[config.mk]
export PLATFORM = sky130hd
export DESIGN_NAME = adc_rd_host
export DESIGN_NICKNAME = d
export VERILOG_FILES = /design/src/rtl/adc_rd_pkg.sv /design/src/rtl/adc_rd_trigger.sv /design/src/rtl/adc_rd_clkgen.sv /design/src/rtl/adc_rd_seq.sv /design/src/rtl/adc_rd_rx.sv /design/src/rtl/adc_rd_host.sv
export SDC_FILE = /design/constraint.sdc
export NUM_CORES = 1
export LEC_CHECK = 0
export CAP_MARGIN = 20
export CORE_ASPECT_RATIO = 0.7
export CORE_MARGIN = 1
export CORE_UTILIZATION = 60
export CTS_CLUSTER_SIZE = 30
export DETAILED_ROUTE_END_ITERATION = 16
export GPL_TIMING_DRIVEN = 0
export PLACE_DENSITY = 0.84
export SYNTH_ARGS = -nofsm -noshare
export SYNTH_HDL_FRONTEND = slang
export SYNTH_HIERARCHICAL = 1
export SYNTH_SLANG_ARGS = --single-unit
[constraint.sdc]
create_clock -name clk -period 13.41 [get_ports clk]
set_input_delay 2.682 -clock clk [delete_from_list [all_inputs] [get_ports clk]]
set_output_delay 2.682 -clock clk [all_outputs]
set_load 0.005 [all_outputs]
[src/rtl/adc_rd_pkg.sv]
package adc_rd_pkg;
    localparam int ADC_BITS  = 16;
    localparam int LEAD_CYC  = 5;
    localparam int FIRST_CYC = LEAD_CYC + 1;
    localparam int LAST_CYC  = FIRST_CYC + ADC_BITS - 1;
    localparam int TRAIL_CYC = LAST_CYC + 1;
    localparam int MIN_FRAME = TRAIL_CYC;

    typedef enum logic [1:0] {
        ST_IDLE = 2'd0,
        ST_RUN  = 2'd1,
        ST_GAP  = 2'd2
    } seq_state_t;
endpackage

[src/rtl/adc_rd_trigger.sv]
module adc_rd_trigger #(
    parameter int PER_W = 16
) (
    input  logic             clk,
    input  logic             rst,
    input  logic             auto_i,
    input  logic [PER_W-1:0] period_i,
    output logic             trig_o
);
    logic [PER_W-1:0] pcnt;
    logic [PER_W-1:0] per_eff;

    assign per_eff = (period_i == '0) ? PER_W'(1) : period_i;
    assign trig_o  = auto_i && (pcnt == per_eff - PER_W'(1));

    always_ff @(posedge clk) begin
        if (rst || !auto_i) begin
            pcnt <= '0;
        end else if (trig_o) begin
            pcnt <= '0;
        end else begin
            pcnt <= pcnt + PER_W'(1);
        end
    end
endmodule

[src/rtl/adc_rd_clkgen.sv]
module adc_rd_clkgen #(
    parameter int DIV_W = 8,
    parameter int IDX_W = 9
) (
    input  logic             clk,
    input  logic             rst,
    input  logic             run_i,
    input  logic [DIV_W-1:0] half_i,
    output logic             half_end_o,
    output logic [IDX_W-1:0] hidx_o
);
    logic [DIV_W-1:0] hcnt;
    logic             wrap;

    assign wrap       = (hcnt == half_i - DIV_W'(1));
    assign half_end_o = run_i && wrap;

    always_ff @(posedge clk) begin
        if (rst || !run_i) begin
            hcnt   <= '0;
            hidx_o <= '0;
        end else if (wrap) begin
            hcnt   <= '0;
            hidx_o <= hidx_o + IDX_W'(1);
        end else begin
            hcnt   <= hcnt + DIV_W'(1);
        end
    end
endmodule

[src/rtl/adc_rd_seq.sv]
module adc_rd_seq
    import adc_rd_pkg::*;
#(
    parameter int DIV_W = 8,
    parameter int CYC_W = 8,
    parameter int GAP_W = 8,
    parameter int IDX_W = 9
) (
    input  logic             clk,
    input  logic             rst,
    input  logic             go_i,
    input  logic [DIV_W-1:0] half_div_i,
    input  logic [CYC_W-1:0] cycles_i,
    input  logic [GAP_W-1:0] gap_i,
    input  logic             half_end_i,
    input  logic [IDX_W-1:0] hidx_i,
    output logic             run_o,
    output logic [DIV_W-1:0] half_o,
    output logic             cs_n_o,
    output logic             sck_o,
    output logic             smp_o,
    output logic [CYC_W-1:0] kidx_o
);
    localparam logic [CYC_W-1:0] MIN_N = CYC_W'(MIN_FRAME);

    seq_state_t       st;
    logic [DIV_W-1:0] h_q, h_eff;
    logic [CYC_W-1:0] n_q, n_eff;
    logic [GAP_W-1:0] g_q, g_eff, gcnt;
    logic             last_half;

    assign h_eff = (half_div_i == '0) ? DIV_W'(1) : half_div_i;
    assign n_eff = (cycles_i < MIN_N) ? MIN_N : cycles_i;
    assign g_eff = (gap_i == '0) ? GAP_W'(1) : gap_i;

    assign last_half = (hidx_i == {n_q, 1'b0});
    assign run_o     = (st == ST_RUN);
    assign half_o    = h_q;
    assign smp_o     = half_end_i && hidx_i[0];
    assign kidx_o    = hidx_i[IDX_W-1:1] + CYC_W'(1);

    always_ff @(posedge clk) begin
        if (rst) begin
            st     <= ST_IDLE;
            cs_n_o <= 1'b1;
            sck_o  <= 1'b1;
            h_q    <= DIV_W'(1);
            n_q    <= MIN_N;
            g_q    <= GAP_W'(1);
            gcnt   <= '0;
        end else begin
            unique case (st)
                ST_IDLE: begin
                    if (go_i) begin
                        st     <= ST_RUN;
                        cs_n_o <= 1'b0;
                        sck_o  <= 1'b1;
                        h_q    <= h_eff;
                        n_q    <= n_eff;
                        g_q    <= g_eff;
                    end
                end
                ST_RUN: begin
                    if (half_end_i) begin
                        if (last_half) begin
                            st     <= ST_GAP;
                            cs_n_o <= 1'b1;
                            sck_o  <= 1'b1;
                            gcnt   <= '0;
                        end else begin
                            sck_o  <= hidx_i[0];
                        end
                    end
                end
                ST_GAP: begin
                    if (gcnt == g_q - GAP_W'(1)) begin
                        st <= ST_IDLE;
                    end else begin
                        gcnt <= gcnt + GAP_W'(1);
                    end
                end
                default: st <= ST_IDLE;
            endcase
        end
    end
endmodule

[src/rtl/adc_rd_rx.sv]
module adc_rd_rx
    import adc_rd_pkg::*;
#(
    parameter int K_W = 8
) (
    input  logic                       clk,
    input  logic                       rst,
    input  logic                       smp_i,
    input  logic [K_W-1:0]             kidx_i,
    input  logic                       sdi_i,
    output logic signed [ADC_BITS-1:0] data_o,
    output logic                       valid_o,
    output logic                       err_o
);
    logic [ADC_BITS-1:0] shreg;
    logic                lead_bad;
    logic                at_lead, in_data, at_trail;

    assign at_lead  = (kidx_i == K_W'(LEAD_CYC));
    assign in_data  = (kidx_i >= K_W'(FIRST_CYC)) && (kidx_i <= K_W'(LAST_CYC));
    assign at_trail = (kidx_i == K_W'(TRAIL_CYC));

    always_ff @(posedge clk) begin
        if (rst) begin
            shreg    <= '0;
            lead_bad <= 1'b0;
            data_o   <= '0;
            valid_o  <= 1'b0;
            err_o    <= 1'b0;
        end else begin
            valid_o <= 1'b0;
            err_o   <= 1'b0;
            if (smp_i) begin
                if (at_lead) begin
                    lead_bad <= sdi_i;
                end
                if (in_data) begin
                    shreg <= {shreg[ADC_BITS-2:0], sdi_i};
                end
                if (at_trail) begin
                    valid_o <= 1'b1;
                    data_o  <= $signed(shreg);
                    err_o   <= lead_bad | sdi_i;
                end
            end
        end
    end
endmodule

[src/rtl/adc_rd_host.sv]
module adc_rd_host
    import adc_rd_pkg::*;
#(
    parameter int DIV_W = 8,
    parameter int CYC_W = 8,
    parameter int GAP_W = 8,
    parameter int PER_W = 16
) (
    input  logic                       clk,
    input  logic                       rst,
    input  logic                       start_i,
    input  logic                       auto_i,
    input  logic [PER_W-1:0]           period_i,
    input  logic [DIV_W-1:0]           half_div_i,
    input  logic [CYC_W-1:0]           cycles_i,
    input  logic [GAP_W-1:0]           gap_i,
    input  logic                       sdi_i,
    output logic                       cs_n_o,
    output logic                       sck_o,
    output logic signed [ADC_BITS-1:0] data_o,
    output logic                       valid_o,
    output logic                       frame_err_o
);
    localparam int IDX_W = CYC_W + 1;

    logic             trig, go, run, half_end, smp;
    logic [IDX_W-1:0] hidx;
    logic [DIV_W-1:0] half_q;
    logic [CYC_W-1:0] kidx;

    assign go = start_i | trig;

    adc_rd_trigger #(.PER_W(PER_W)) u_trig (
        .clk(clk), .rst(rst), .auto_i(auto_i), .period_i(period_i), .trig_o(trig)
    );

    adc_rd_clkgen #(.DIV_W(DIV_W), .IDX_W(IDX_W)) u_clk (
        .clk(clk), .rst(rst), .run_i(run), .half_i(half_q),
        .half_end_o(half_end), .hidx_o(hidx)
    );

    adc_rd_seq #(.DIV_W(DIV_W), .CYC_W(CYC_W), .GAP_W(GAP_W), .IDX_W(IDX_W)) u_seq (
        .clk(clk), .rst(rst), .go_i(go), .half_div_i(half_div_i),
        .cycles_i(cycles_i), .gap_i(gap_i), .half_end_i(half_end), .hidx_i(hidx),
        .run_o(run), .half_o(half_q), .cs_n_o(cs_n_o), .sck_o(sck_o),
        .smp_o(smp), .kidx_o(kidx)
    );

    adc_rd_rx #(.K_W(CYC_W)) u_rx (
        .clk(clk), .rst(rst), .smp_i(smp), .kidx_i(kidx), .sdi_i(sdi_i),
        .data_o(data_o), .valid_o(valid_o), .err_o(frame_err_o)
    );
endmodule

# Word level (Yosys, flattened, before mapping)
# Index checks and enable logic that the tools add are counted.
# classes
add_sub_neg	8
muxes	22
n_bitwise	4
n_reduce_logical	26
n_eq_ne	13
order_cmp	3
# op_table
operator	count
$mux 8	6
$add 8x1->8 const B	3
$add 16x1->16 const B	1
$eq 16x16->1	1
$eq 8x8->1	2
$logic_not 16->1	1
$logic_not 8->1	2
$mux 16	1
$pmux 8 s2	1
$sub 16x1->16 const B	1
$sub 8x1->8 const B	2
$reduce_and 4->1	3
$add 9x1->9 const B	1
$eq 9x9->1	1
$eq 8x3->1 const B	1
$eq 8x5->1 const B	1
$ge 8x3->1 const B	1
$le 8x5->1 const B	1
$lt 8x5->1 const B	1
$mux 2	4
$reduce_and 2->1	4
$mux 1	7
$ne 2x1->1 const B	3
$pmux 2 s3	1
14 further kinds	26
# totals
regBits	104
output_inout_bits	20
input_bits	45

# Logic depth before layout (Yosys ltp)
# Gate-level depths: netlist (run 1).
# depth
word_depth	8
mapped_depth	19
ltp_nobuf	16

# Modules after synthesis
# The synthesis (run 1) kept the hierarchy.
# modules_own_cells
mod	area_each_um2	n_inst	cells_each
adc_rd_seq	1999.4	1	252
adc_rd_trigger	1385.1	1	171
adc_rd_rx	1320.0	1	118
adc_rd_clkgen	1046.0	1	123
adc_rd_host	6.3	1	1

# Worst setup path before layout (run 1)
# Ideal clock, no wire load.
# synth_path
path_kind	input port to flip-flop
startpoint	input period_i[2]
endpoint	register u_seq.g_q[7]
stages	19
t_required_ns	13.340
path_slack_ns	6.870
setup_time_ns	0.070
arrival_time_ns	6.470
cell_sequence	buf_6 -> or4_4 -> buf_6 -> or3_4 -> nor2_1 -> nor2_1 -> ha_1 -> or3b_1 -> nor3_1 -> xnor2_1 -> a311o_1 -> a2111oi_4 -> and2_1 -> or2_1 -> and2_0 -> clkbuf_1 -> clkbuf_1 -> nand2_1 -> a21oi_1
# synth_between
elab_chain_len	7
# synth_lines
item	line	source
from (decl)	adc_rd_host.sv:13	input logic [PER_W-1:0] period_i,
$logic_not 16->1	adc_rd_trigger.sv:13	assign per_eff = (period_i == '0) ? PER_W'(1) : period_i;
$mux 16 *	adc_rd_trigger.sv:13	
$sub 16x1->16 *	adc_rd_trigger.sv:14	assign trig_o = auto_i && (pcnt == per_eff - PER_W'(1));
$eq 16x16->1 *	adc_rd_trigger.sv:14	
$logic_and 1x1->1 *	adc_rd_trigger.sv:14	
via trig	adc_rd_host.sv:26	logic trig, go, run, half_end, smp;
$or 1x1->1 *	adc_rd_host.sv:31	assign go = start_i | trig;
via go	adc_rd_host.sv:26	
$reduce_and 2->1 (no line) *	n/a	
to (signal assigned)	adc_rd_seq.sv:60	g_q <= g_eff;
to (decl)	adc_rd_seq.sv:29	logic [GAP_W-1:0] g_q, g_eff, gcnt;
# Mark *: on every way through the listed nets, which the timed path passes. The rest lies on a longest branch.
# A chain may end at the register's enable or synchronous reset.

# Worst setup path after layout (run 1)
# layout_path
startpoint	input period_i[0]
endpoint	register u_seq.h_q[6], in the netlist u_seq/half_o[6]
# layout_between
elab_chain_len	7
# layout_lines
item	line	source
$logic_not 16->1	adc_rd_trigger.sv:13	
$mux 16 *	adc_rd_trigger.sv:13	
$sub 16x1->16 *	adc_rd_trigger.sv:14	
$eq 16x16->1 *	adc_rd_trigger.sv:14	
$logic_and 1x1->1 *	adc_rd_trigger.sv:14	
via trig	adc_rd_host.sv:26	
$or 1x1->1 *	adc_rd_host.sv:31	
via go	adc_rd_host.sv:26	
$reduce_and 2->1 (no line) *	n/a	
to (signal assigned)	adc_rd_seq.sv:47	h_q <= DIV_W'(1);
to (signal assigned)	adc_rd_seq.sv:58	h_q <= h_eff;
to (decl)	adc_rd_seq.sv:27	logic [DIV_W-1:0] h_q, h_eff;
# Marks and branches as above.

==> impl_results.md, run 1 <==
* Outcome: complete, no violations
* Fin crit period at 7.41 ns
* Worst-path clk slew at 0.08 ns
* Yosys reg bits at 104
* CP Class: in2reg
* Initial DRC Count at 309
* Async SR Flop Fraction at 0%
* Residual DRC count at 0
* Synth warn at 6
* Total CTS buffers at 9
* Total Routing Usage GR at 27.6%
* Vias per cell at 5.70
* CTS root buf: clkbuf_16
* Layout cells sized above 1 at 8.06%
* Post-route ant nets at 0
* Max-cap violations at 0
* Row count at 29
* Number of synthesized flops with an enable pin at 0
* Commonest non-fill, non-tap cells in the layout: dfxtp_1, nand2_1, clkdlybuf4s50_1
* Full die area at 0.0100 mm2
* Tot Pwr at 0.675 mW
* Setup Buffers After CTS at 0
* Post_cts resized at 0
* Switch share at 27.5%
* Final non-filler cell total at 868
* Synth Area in XOR/XNOR at 10.8%
* Sequential group share of total power at 47.7%
* Vias at 4946
* Max Slew Vio Count at 0
* Peak Freq at 135 MHz
* Simple-Gate Fraction of Synth Area at 26.9%
* Average size of a mapped cell at 8.66 um2
* Worst EP arrival at 7.69 ns
* Initial Util at 62.7%
* Slew margin rel. at 51.6%
* Vias in the first global route at 4727
* Power per standard cell area at 98.4 mW/mm2
* Antenna Cells at 0
* Power Internal at 0.489 mW
* Final hold vios at 0
* Setup TNS at 0 ns
* WL final at 13200 um
* DP Cell Count at 852
* Most frequently used flop master after synthesis: dfxtp_1
* Worst clock skew at 0.0122 ns
* Gate Count Post-Synth at 665
* Leak at 2.49 nW
* Post-synthesis adder-cell area fraction at 1.74%
* DRT Pass-1 Iters at 5
* Required @ worst endpoint at 13.69 ns
* Final period util at 55.2%
* Mux share of post-synthesis cell area at 8.00%
* Utilization after layout at 74.7%
* Complex-gate fraction of the synthesized area at 12.6%
* Crit start category: input port
* CP Max Fanout at 10
* Hold WC Path Type: reg2reg
* Wire per inst at 15.2 um
* Mapped Area at 0.00576 mm2
* Worst-skew pair later-pin latency at 0.36 ns
* IO Pins at 65
* H-tree depth at 3
* Area Overhead vs Synth at 19.1%
* I/O Buffers at 63
* Power share of the clock group at 39.9%
* Max IR drop VDD at 0.0675 mV
* Detailed Place HPWL at 9630 um
* Cts hold-fix bufs at 0
* Slew @ Worst Pin at 0.724 ns
* DIE HEIGHT at 84.0 um
* Global-route wire length before repair at 22300 um
* Crit. End Element: flop
* Final #Nets at 792
* CTS tree: yes
* CTS Buffer Depth at 2
* DIE WIDTH at 119 um
* Commonest non-fill, non-tap cell in the layout: dfxtp_1
* Core ar. at 0.00918 mm2
* Antenna violations before repair at 0
* Unrepaired setup endpoints after global routing: no
* Final setup viols at 0
* Gr ovfl total at 0
* Mapped Nets at 718
* Comb pwr share at 12.4%
* Clock Sinks at 104
* Worst hold slack at 0.481 ns
* Largest family of logic cells by synthesized area: simple AND/OR/NAND/NOR gates
* Routability cong. at 0.834
* Net Switching at 0.186 mW
* Largest net degree at the start of global routing at 23
* Netlist cell types at 66
* Seq/Total Area, Yosys at 36.2%
[state kept, by name, summed over array words and instances, names as in the netlist]
register	count
u_rx/valid_o	1
u_clk/hcnt	8
u_rx/data_o	16
u_seq/half_o	8
u_seq/n_q	8
u_trig/pcnt	16
u_rx/lead_bad	1
u_rx/err_o	1
u_seq/cs_n_o	1
u_seq/gcnt	8
u_clk/hidx_o	9
u_rx/shreg	16
u_seq/sck_o	1
u_seq/st	2
u_seq/g_q	8
[Yosys cell counts, types with 2 or more instances]
cell        n  share of area (%)
a21o_1      2               0.26
nand3_1    19                1.7
inv_1      15               0.98
a21oi_2    11                1.7
nand2_1    83                5.4
nand4_1     8               0.87
buf_2       3               0.26
a22oi_1     2               0.26
or3_1      12                1.3
a31o_1      3               0.46
nor3_1     16                1.4
or3_4       3               0.59
o221ai_1    2               0.30
nand2b_1   33                3.6
xor2_1     30                4.6
and4_1      2               0.30
a31o_2      2               0.30
o21a_1      2               0.26
and2_1      5               0.54
xnor2_1    41                6.2
mux2i_1    46                8.0
nor4_4      5                1.8
a21oi_1    43                3.7
or4_1       2               0.26
buf_6       7                1.4
o21bai_1    2               0.26
nor4_1      7               0.76
o21ai_0     9               0.78
o31ai_1     3               0.39
or2_1       2               0.22
dfxtp_1   104                 36
a31oi_1     3               0.33
ha_1        8                1.7
o22ai_1     2               0.22
nor2_1     60                3.9
and3_1     14                1.5
nor2b_1     6               0.65
a211o_1     3               0.46
clkbuf_1   18                1.2
[power by group through the flow]
stage	Sequential (mW)	Combinational (mW)	Clock, mW
2_1_floorplan	0.327	0.0542	0
3_3_place_gp	0.328	0.0791	0
3_5_place_dp	0.329	0.0825	0
4_1_cts	0.322	0.0833	0.275
5_1_grt	0.323	0.0921	0.288
6_report	0.322	0.0838	0.269
[per-stage QoR]
step	cell area [um2]	worst slack (ns)
CTS	6860	6.04
floorplan	5760	6.87
global placement	6540	5.82
finish	6860	6.00
global route	6860	5.72
detailed placement	6540	5.68
[worst paths after layout]
check / startpoint / slack, ns / end / depth (start not counted)
min: u_rx/lead_bad$_SDFFE_PP0P_ / 0.48 / u_rx/err_o$_SDFF_PP0_ / 1
max: period_i[0] / 6.00 / u_seq/half_o[6]$_SDFFE_PP0P_ / 19
min reg2reg: u_rx/lead_bad$_SDFFE_PP0P_ / 0.48 / u_rx/err_o$_SDFF_PP0_ / 1
max reg2reg: u_seq/half_o[0]$_SDFFE_PP1P_ / 9.26 / u_rx/data_o[12]$_SDFFE_PP0P_ / 14
[worst max-delay path, cell delays in order]
cell	delay, ns
clkdlybuf4s50_1	0.47
or4_4	0.56
buf_6	0.14
or3_4	0.41
nor2_1	0.12
nor2_1	0.05
ha_1	0.26
or3b_1	0.28
nor4_1	0.08
xnor2_1	0.17
a211o_1	0.31
nor4_4	0.54
and2_1	0.19
or2_1	0.11
and2_0	0.24
clkbuf_1	0.40
clkbuf_1	0.40
nand2_1	0.11
a21oi_1	0.15
[per-layer routing]
layer / GRT usage [%] / routed length [um] / vias to the layer above
met3: 6.22 / 790 / 18
li1: - / - / 2455
met4: 7.71 / 148 / 0
met5: 0 / 0 / -
met2: 44.5 / 6070 / 140
met1: 37.1 / 6170 / 2333
[layout make-up]
type | count | area [um2]
clock inverter | 7 | 91.3
clock buffer | 9 | 225
sequential | 104 | 2080
multi-input combinational | 518 | 3460
fill | 660 | 2320
timing repair buffer | 63 | 631
tap | 124 | 155
inverter | 15 | 56.3
buffer | 28 | 161
[cells by family after synthesis]
| kind of cell | count (synthesis) |
|---|---|
| buffers and inverters | 43 |
| multiplexers | 46 |
| AO/OA/AOI/OAI | 103 |
| XOR/XNOR | 71 |
| AND/OR/NAND/NOR | 290 |
| adder cells (fa/ha/maj) | 8 |
| flip-flops | 104 |
Power figures use the tool's default switching activity.
==> inputs of run 2 (changes only) <==
--- a/config.mk
+++ b/config.mk
@@ -8,11 +8,11 @@
 export CAP_MARGIN = 20
 export CORE_ASPECT_RATIO = 0.7
 export CORE_MARGIN = 1
-export CORE_UTILIZATION = 60
+export CORE_UTILIZATION = 57
 export CTS_CLUSTER_SIZE = 30
 export DETAILED_ROUTE_END_ITERATION = 16
 export GPL_TIMING_DRIVEN = 0
-export PLACE_DENSITY = 0.84
+export PLACE_DENSITY = 0.81
 export SYNTH_ARGS = -nofsm -noshare
 export SYNTH_HDL_FRONTEND = slang
 export SYNTH_HIERARCHICAL = 1
==> constraint.sdc (replaced) <==
create_clock -name clk -period 7.3 [get_ports clk]
set_input_delay 1.46 -clock clk [delete_from_list [all_inputs] [get_ports clk]]
set_output_delay 1.46 -clock clk [all_outputs]
set_load 0.005 [all_outputs]
==> impl_results.md, run 2 (same netlist as run 1, synthesis figures left out) <==
* Worst EP arrival at 6.59 ns
* DRT Pass-1 Iters at 5
* I/O Buffers at 63
* WL final at 13500 um
* DIE HEIGHT at 86.1 um
* Core ar. at 0.00976 mm2
* Gr ovfl total at 0
* Utilization after layout at 70.4%
* Tot Pwr at 1.27 mW
* Commonest non-fill, non-tap cell in the layout: dfxtp_1
* Max-cap violations at 0
* Max IR drop VDD at 0.119 mV
* CTS Buffer Depth at 2
* Full die area at 0.0105 mm2
* DIE WIDTH at 122 um
* Largest net degree at the start of global routing at 19
* Total CTS buffers at 9
* Final instance area at 0.00687 mm2
* Initial DRC Count at 371
* Detailed Place HPWL at 9870 um
* CTS tree: yes
* Slew @ Worst Pin at 0.664 ns
* Hold WC Path Type: reg2reg
* Vias in the first global route at 4787
* Commonest non-fill, non-tap cells in the layout: dfxtp_1, nand2_1, clkdlybuf4s50_1
* Final setup viols at 0
* Vias at 5006
* Routability cong. at 0.886
* Final period util at 86.5%
* Slew margin rel. at 55.6%
* Antenna Cells at 0
* Unrepaired setup endpoints after global routing: no
* H-tree depth at 3
* Crit. End Element: flop
* Layout cells sized above 1 at 8.06%
* Initial Util at 59.0%
* Post_cts resized at 0
* Wire per inst at 15.5 um
* Max Slew Vio Count at 0
* Fin crit period at 6.31 ns
* Worst-path clk slew at 0.07 ns
* Global-route wire length before repair at 22200 um
* CTS root buf: clkbuf_16
* Crit start category: input port
* Biggest regs: u_rx/data_o x16, u_rx/shreg x16, u_trig/pcnt x16
* Leak at 2.50 nW
* Final hold vios at 0
* CP Class: in2reg
* Antenna violations before repair at 0
* Worst clock skew at 0.00794 ns
* Setup Buffers After CTS at 0
* Final #Nets at 792
* Outcome: complete, no violations
* Worst-skew pair later-pin latency at 0.35 ns
* Setup TNS at 0 ns
* Power per standard cell area at 185 mW/mm2
* Cts hold-fix bufs at 0
* Peak Freq at 158 MHz
* Fillers at 733
* Vias per cell at 5.74
* Row count at 30
* Required @ worst endpoint at 7.57 ns
* Residual DRC count at 0
* Dpl cell area at 0.00655 mm2
* Post-route ant nets at 0
* Area Overhead vs Synth at 19.4%
* Total Routing Usage GR at 26.7%
* Clock Sinks at 104
* CP Max Fanout at 10
* IO Pins at 65
* Worst hold slack at 0.482 ns
run 2: final timing paths:
path,from,end,slack (ns),cells after the start
setup reg to reg,u_seq/half_o[0]$_SDFFE_PP1P_,u_rx/data_o[12]$_SDFFE_PP0P_,3.13,14
hold reg to reg,u_rx/lead_bad$_SDFFE_PP0P_,u_rx/err_o$_SDFF_PP0_,0.48,1
setup / recovery,period_i[0],u_seq/half_o[7]$_SDFFE_PP0P_,0.99,19
hold / removal,u_rx/lead_bad$_SDFFE_PP0P_,u_rx/err_o$_SDFF_PP0_,0.48,1
run 2: layout make-up:
class / instances / area (um2) / share of cell area [%]
Sequential cell: 104 / 2080 / 30.3
Clock buffer: 9 / 225 / 3.28
Inverter: 15 / 56.3 / 0.819
Multi-Input combinational cell: 518 / 3460 / 50.3
Tap cell: 128 / 160 / 2.33
Buffer: 28 / 161 / 2.35
Timing Repair Buffer: 63 / 631 / 9.17
Clock inverter: 7 / 101 / 1.47
run 2: worst max-delay path, stage by stage:
cell and delay [ns]:
clkdlybuf4s50_1 0.51, or4_4 0.57, buf_6 0.14, or3_4 0.42, nor2_1 0.13, nor2_1 0.06, ha_1 0.26, or3b_1 0.29
nor4_1 0.08, xnor2_1 0.18, a211o_1 0.33, nor4_4 0.53, and2_1 0.19, or2_1 0.11, and2_0 0.26, clkbuf_1 0.38
clkbuf_1 0.40, nand2_1 0.12, a21oi_1 0.14
run 2: per-layer routing:
metal	GRT usage (%)	wire length [um]	vias up
met2	41.9	6010	163
met1	36.0	6400	2350
met5	0	0	-
met4	9.09	259	0
li1	-	-	2469
met3	6.18	818	24
run 2: per-stage QoR:
stage | cells | setup WS, ns
floorplan | 665 | 1.98
global placement | 856 | 0.893
detailed placement | 856 | 0.736
CTS | 872 | 1.07
global route | 872 | 0.705
finish | 872 | 0.986
run 2: where the power goes:
group	internal [mW]	total, mW	switching [mW]
sequential	0.578	0.591	0.0138
combinational	0.0726	0.154	0.0818
clock	0.305	0.527	0.222
==> inputs of run 3 (changes only) <==
--- a/config.mk
+++ b/config.mk
@@ -7,7 +7,7 @@
 export LEC_CHECK = 0
 export CAP_MARGIN = 20
 export CORE_ASPECT_RATIO = 0.7
-export CORE_MARGIN = 1
+export CORE_MARGIN = 2
 export CORE_UTILIZATION = 57
 export CTS_CLUSTER_SIZE = 30
 export DETAILED_ROUTE_END_ITERATION = 16
==> impl_results.md, run 3 (same netlist as run 1, synthesis figures left out) <==
* Final #Nets at 792
* Met3 routed wirelength at 839 um
* Vias per cell at 5.75
* Final non-filler cell total at 872
* Outcome: complete, no violations
* Initial DRC Count at 326
* Max-cap violations at 0
* Slowest-stage cell, CP: or4_4
* Worst-skew pair later-pin latency at 0.35 ns
* CTS tree: yes
* Commonest non-fill, non-tap cell in the layout: dfxtp_1
* Final hold vios at 0
* RR Endpoint: u_rx/data_o[13]$_SDFFE_PP0P_
* Worst-path clk slew at 0.07 ns
* Peak Freq at 162 MHz
* Net Switching at 0.326 mW
* Sequential group share of total power at 47.3%
* DIE HEIGHT at 88.1 um
* CTS Buffer Depth at 2
* Power share of the clock group at 40.4%
* Row count at 30
* Routed length on met2 at 6070 um
* WL final at 13300 um
* Post_cts resized at 0
* Final setup viols at 0
* Max Slew Vio Count at 0
* H-tree depth at 3
* Largest net degree at the start of global routing at 20
* I/O Buffers at 63
* Reg2reg start: u_seq/half_o[0]$_SDFFE_PP1P_
* Global-route wire length before repair at 21500 um
* Worst Path Buf+Inv at 4
* R2R Setup Slk at 3.18 ns
* DIE WIDTH at 124 um
* CP Class: in2reg
* DRT Pass-1 Iters at 4
* Clock Sinks at 104
* Antenna Cells at 0
* Max IR drop VDD at 0.130 mV
* Setup TNS at 0 ns
* Worst clock skew at 0.00645 ns
* Comb pwr share at 12.3%
* Power Internal at 0.925 mW
* Power per standard cell area at 182 mW/mm2
* IO Pins at 65
* Required @ worst endpoint at 7.58 ns
* Area Overhead vs Synth at 19.1%
* Top Layer Used: met4
* Routability cong. at 0.873
* CTS root buf: clkbuf_16
* Setup Buffers After CTS at 0
* CP Max Fanout at 10
* Post-route ant nets at 0
* Slew @ Worst Pin at 0.720 ns
* Largest stage delay on the critical path at 0.55 ns
* Worst R2R Path Depth at 14
* Unrepaired setup endpoints after global routing: no
* Biggest regs: u_rx/data_o x16, u_rx/shreg x16, u_trig/pcnt x16
* Switch share at 26.1%
* Hold WC Path Type: reg2reg
* Initial Util at 59.0%
* Wire per inst at 15.2 um
* Commonest non-fill, non-tap cells in the layout: dfxtp_1, nand2_1, clkdlybuf4s50_1
* Full die area at 0.0109 mm2
* Final period util at 84.3%
* Gr ovfl total at 0
* Layout cells sized above 1 at 8.06%
* Crit start category: input port
* Crit. End Element: flop
* Detailed Place HPWL at 9860 um
* DP Cell Count at 856
* Worst EP arrival at 6.43 ns
* Total CTS buffers at 9
* Antenna violations before repair at 0
* Cts hold-fix bufs at 0
* Vias in the first global route at 4641
* Crit path max-delay family: simple AND/OR/NAND/NOR gates
* Worst path cell trace: clkdlybuf4s50_1 -> or4_4 -> buf_6 -> or3_4 -> nor2_1 -> nor2_1 -> ha_1 -> or3b_1 -> nor3_1 -> xnor2_1 -> a311o_1 -> a2111oi_4 -> and2_1 -> or2_1 -> and2_0 -> clkbuf_1 -> clkbuf_1 -> nand2_1 -> a21oi_1
* Core ar. at 0.00976 mm2
* Hold path endpoint: u_rx/shreg[15]$_SDFFE_PP0P_
* Slew margin rel. at 51.9%
* Min-delay src: u_rx/shreg[15]$_SDFFE_PP0P_
* DRT met1 WL at 6080 um
* Residual DRC count at 0
* Vias at 5012
* Total Routing Usage GR at 24.8%
* Hold Crit Depth at 2
* Fin crit period at 6.16 ns
* Leak at 2.50 nW
==> run 3: changes by cell type in the layout (fill, tap and decap cells not counted), sizes merged <==
| cell | previous run | this run |
|---|---|---|
| bufinv | 2 | 1 |
| clkinv | 1 | 2 |
| clkinvlp | 1 | 0 |
| inv | 18 | 19 |
==> run 3: worst max path at each step <==
stage | start | cells past startpoint | end | slack [ns]
finish | period_i[0] | 19 | u_seq/half_o[5]$_SDFFE_PP0P_ | 1.14
global route | period_i[0] | 19 | u_seq/half_o[5]$_SDFFE_PP0P_ | 0.88
CTS | period_i[0] | 19 | u_seq/half_o[6]$_SDFFE_PP0P_ | 1.22
detailed placement | period_i[0] | 19 | u_seq/half_o[5]$_SDFFE_PP0P_ | 0.90
global placement | period_i[0] | 19 | u_seq/half_o[4]$_SDFFE_PP0P_ | 0.98
floorplan | period_i[2] | 19 | u_seq/g_q[7]$_SDFFE_PP0P_ | 1.98
==> run 3: power by group through the flow <==
stage          logic (mW)  clock network, mW  registers (mW)
2_1_floorplan      0.0996                  0           0.600
3_3_place_gp        0.146                  0           0.604
3_5_place_dp        0.152                  0           0.604
4_1_cts             0.153              0.514           0.591
5_1_grt             0.168              0.536           0.593
6_report            0.154              0.505           0.591
==> run 3: metal layers <==
layer,up-vias,track usage [%]
met5,-,0
met4,0,9.70
met3,32,4.75
met2,157,40.0
met1,2365,33.1
li1,2458,-
==> run 3: area by class of cell <==
type | count | area [um2]
multi-input combinational | 518 | 3460
inverter | 15 | 56.3
buffer | 28 | 161
fill | 767 | 2900
tap | 128 | 160
timing repair buffer | 63 | 631
sequential | 104 | 2080
clock inverter | 7 | 86.3
clock buffer | 9 | 225
==> run 3: tightest hold or removal path, delay by kind of cell (launching register included) <==
kind             cells  cell delay (ns)
DFF                  1             0.31
and+or+nand+nor      1             0.06
muxes                1             0.06
==> run 3: per-stage QoR <==
stage | util, % | hold slack, ns | worst slack (ns) | area, um2 | power (mW)
after floorplan | - | 0.440 | 1.98 | 5760 | 0.700
after global placement | 67.1 | 0.464 | 0.983 | 6550 | 0.749
after detailed placement | 67.1 | 0.470 | 0.904 | 6550 | 0.756
after CTS | 70.3 | 0.486 | 1.22 | 6860 | 1.26
after global routing | 70.3 | 0.518 | 0.884 | 6860 | 1.30
final | 70.3 | 0.484 | 1.14 | 6860 | 1.25
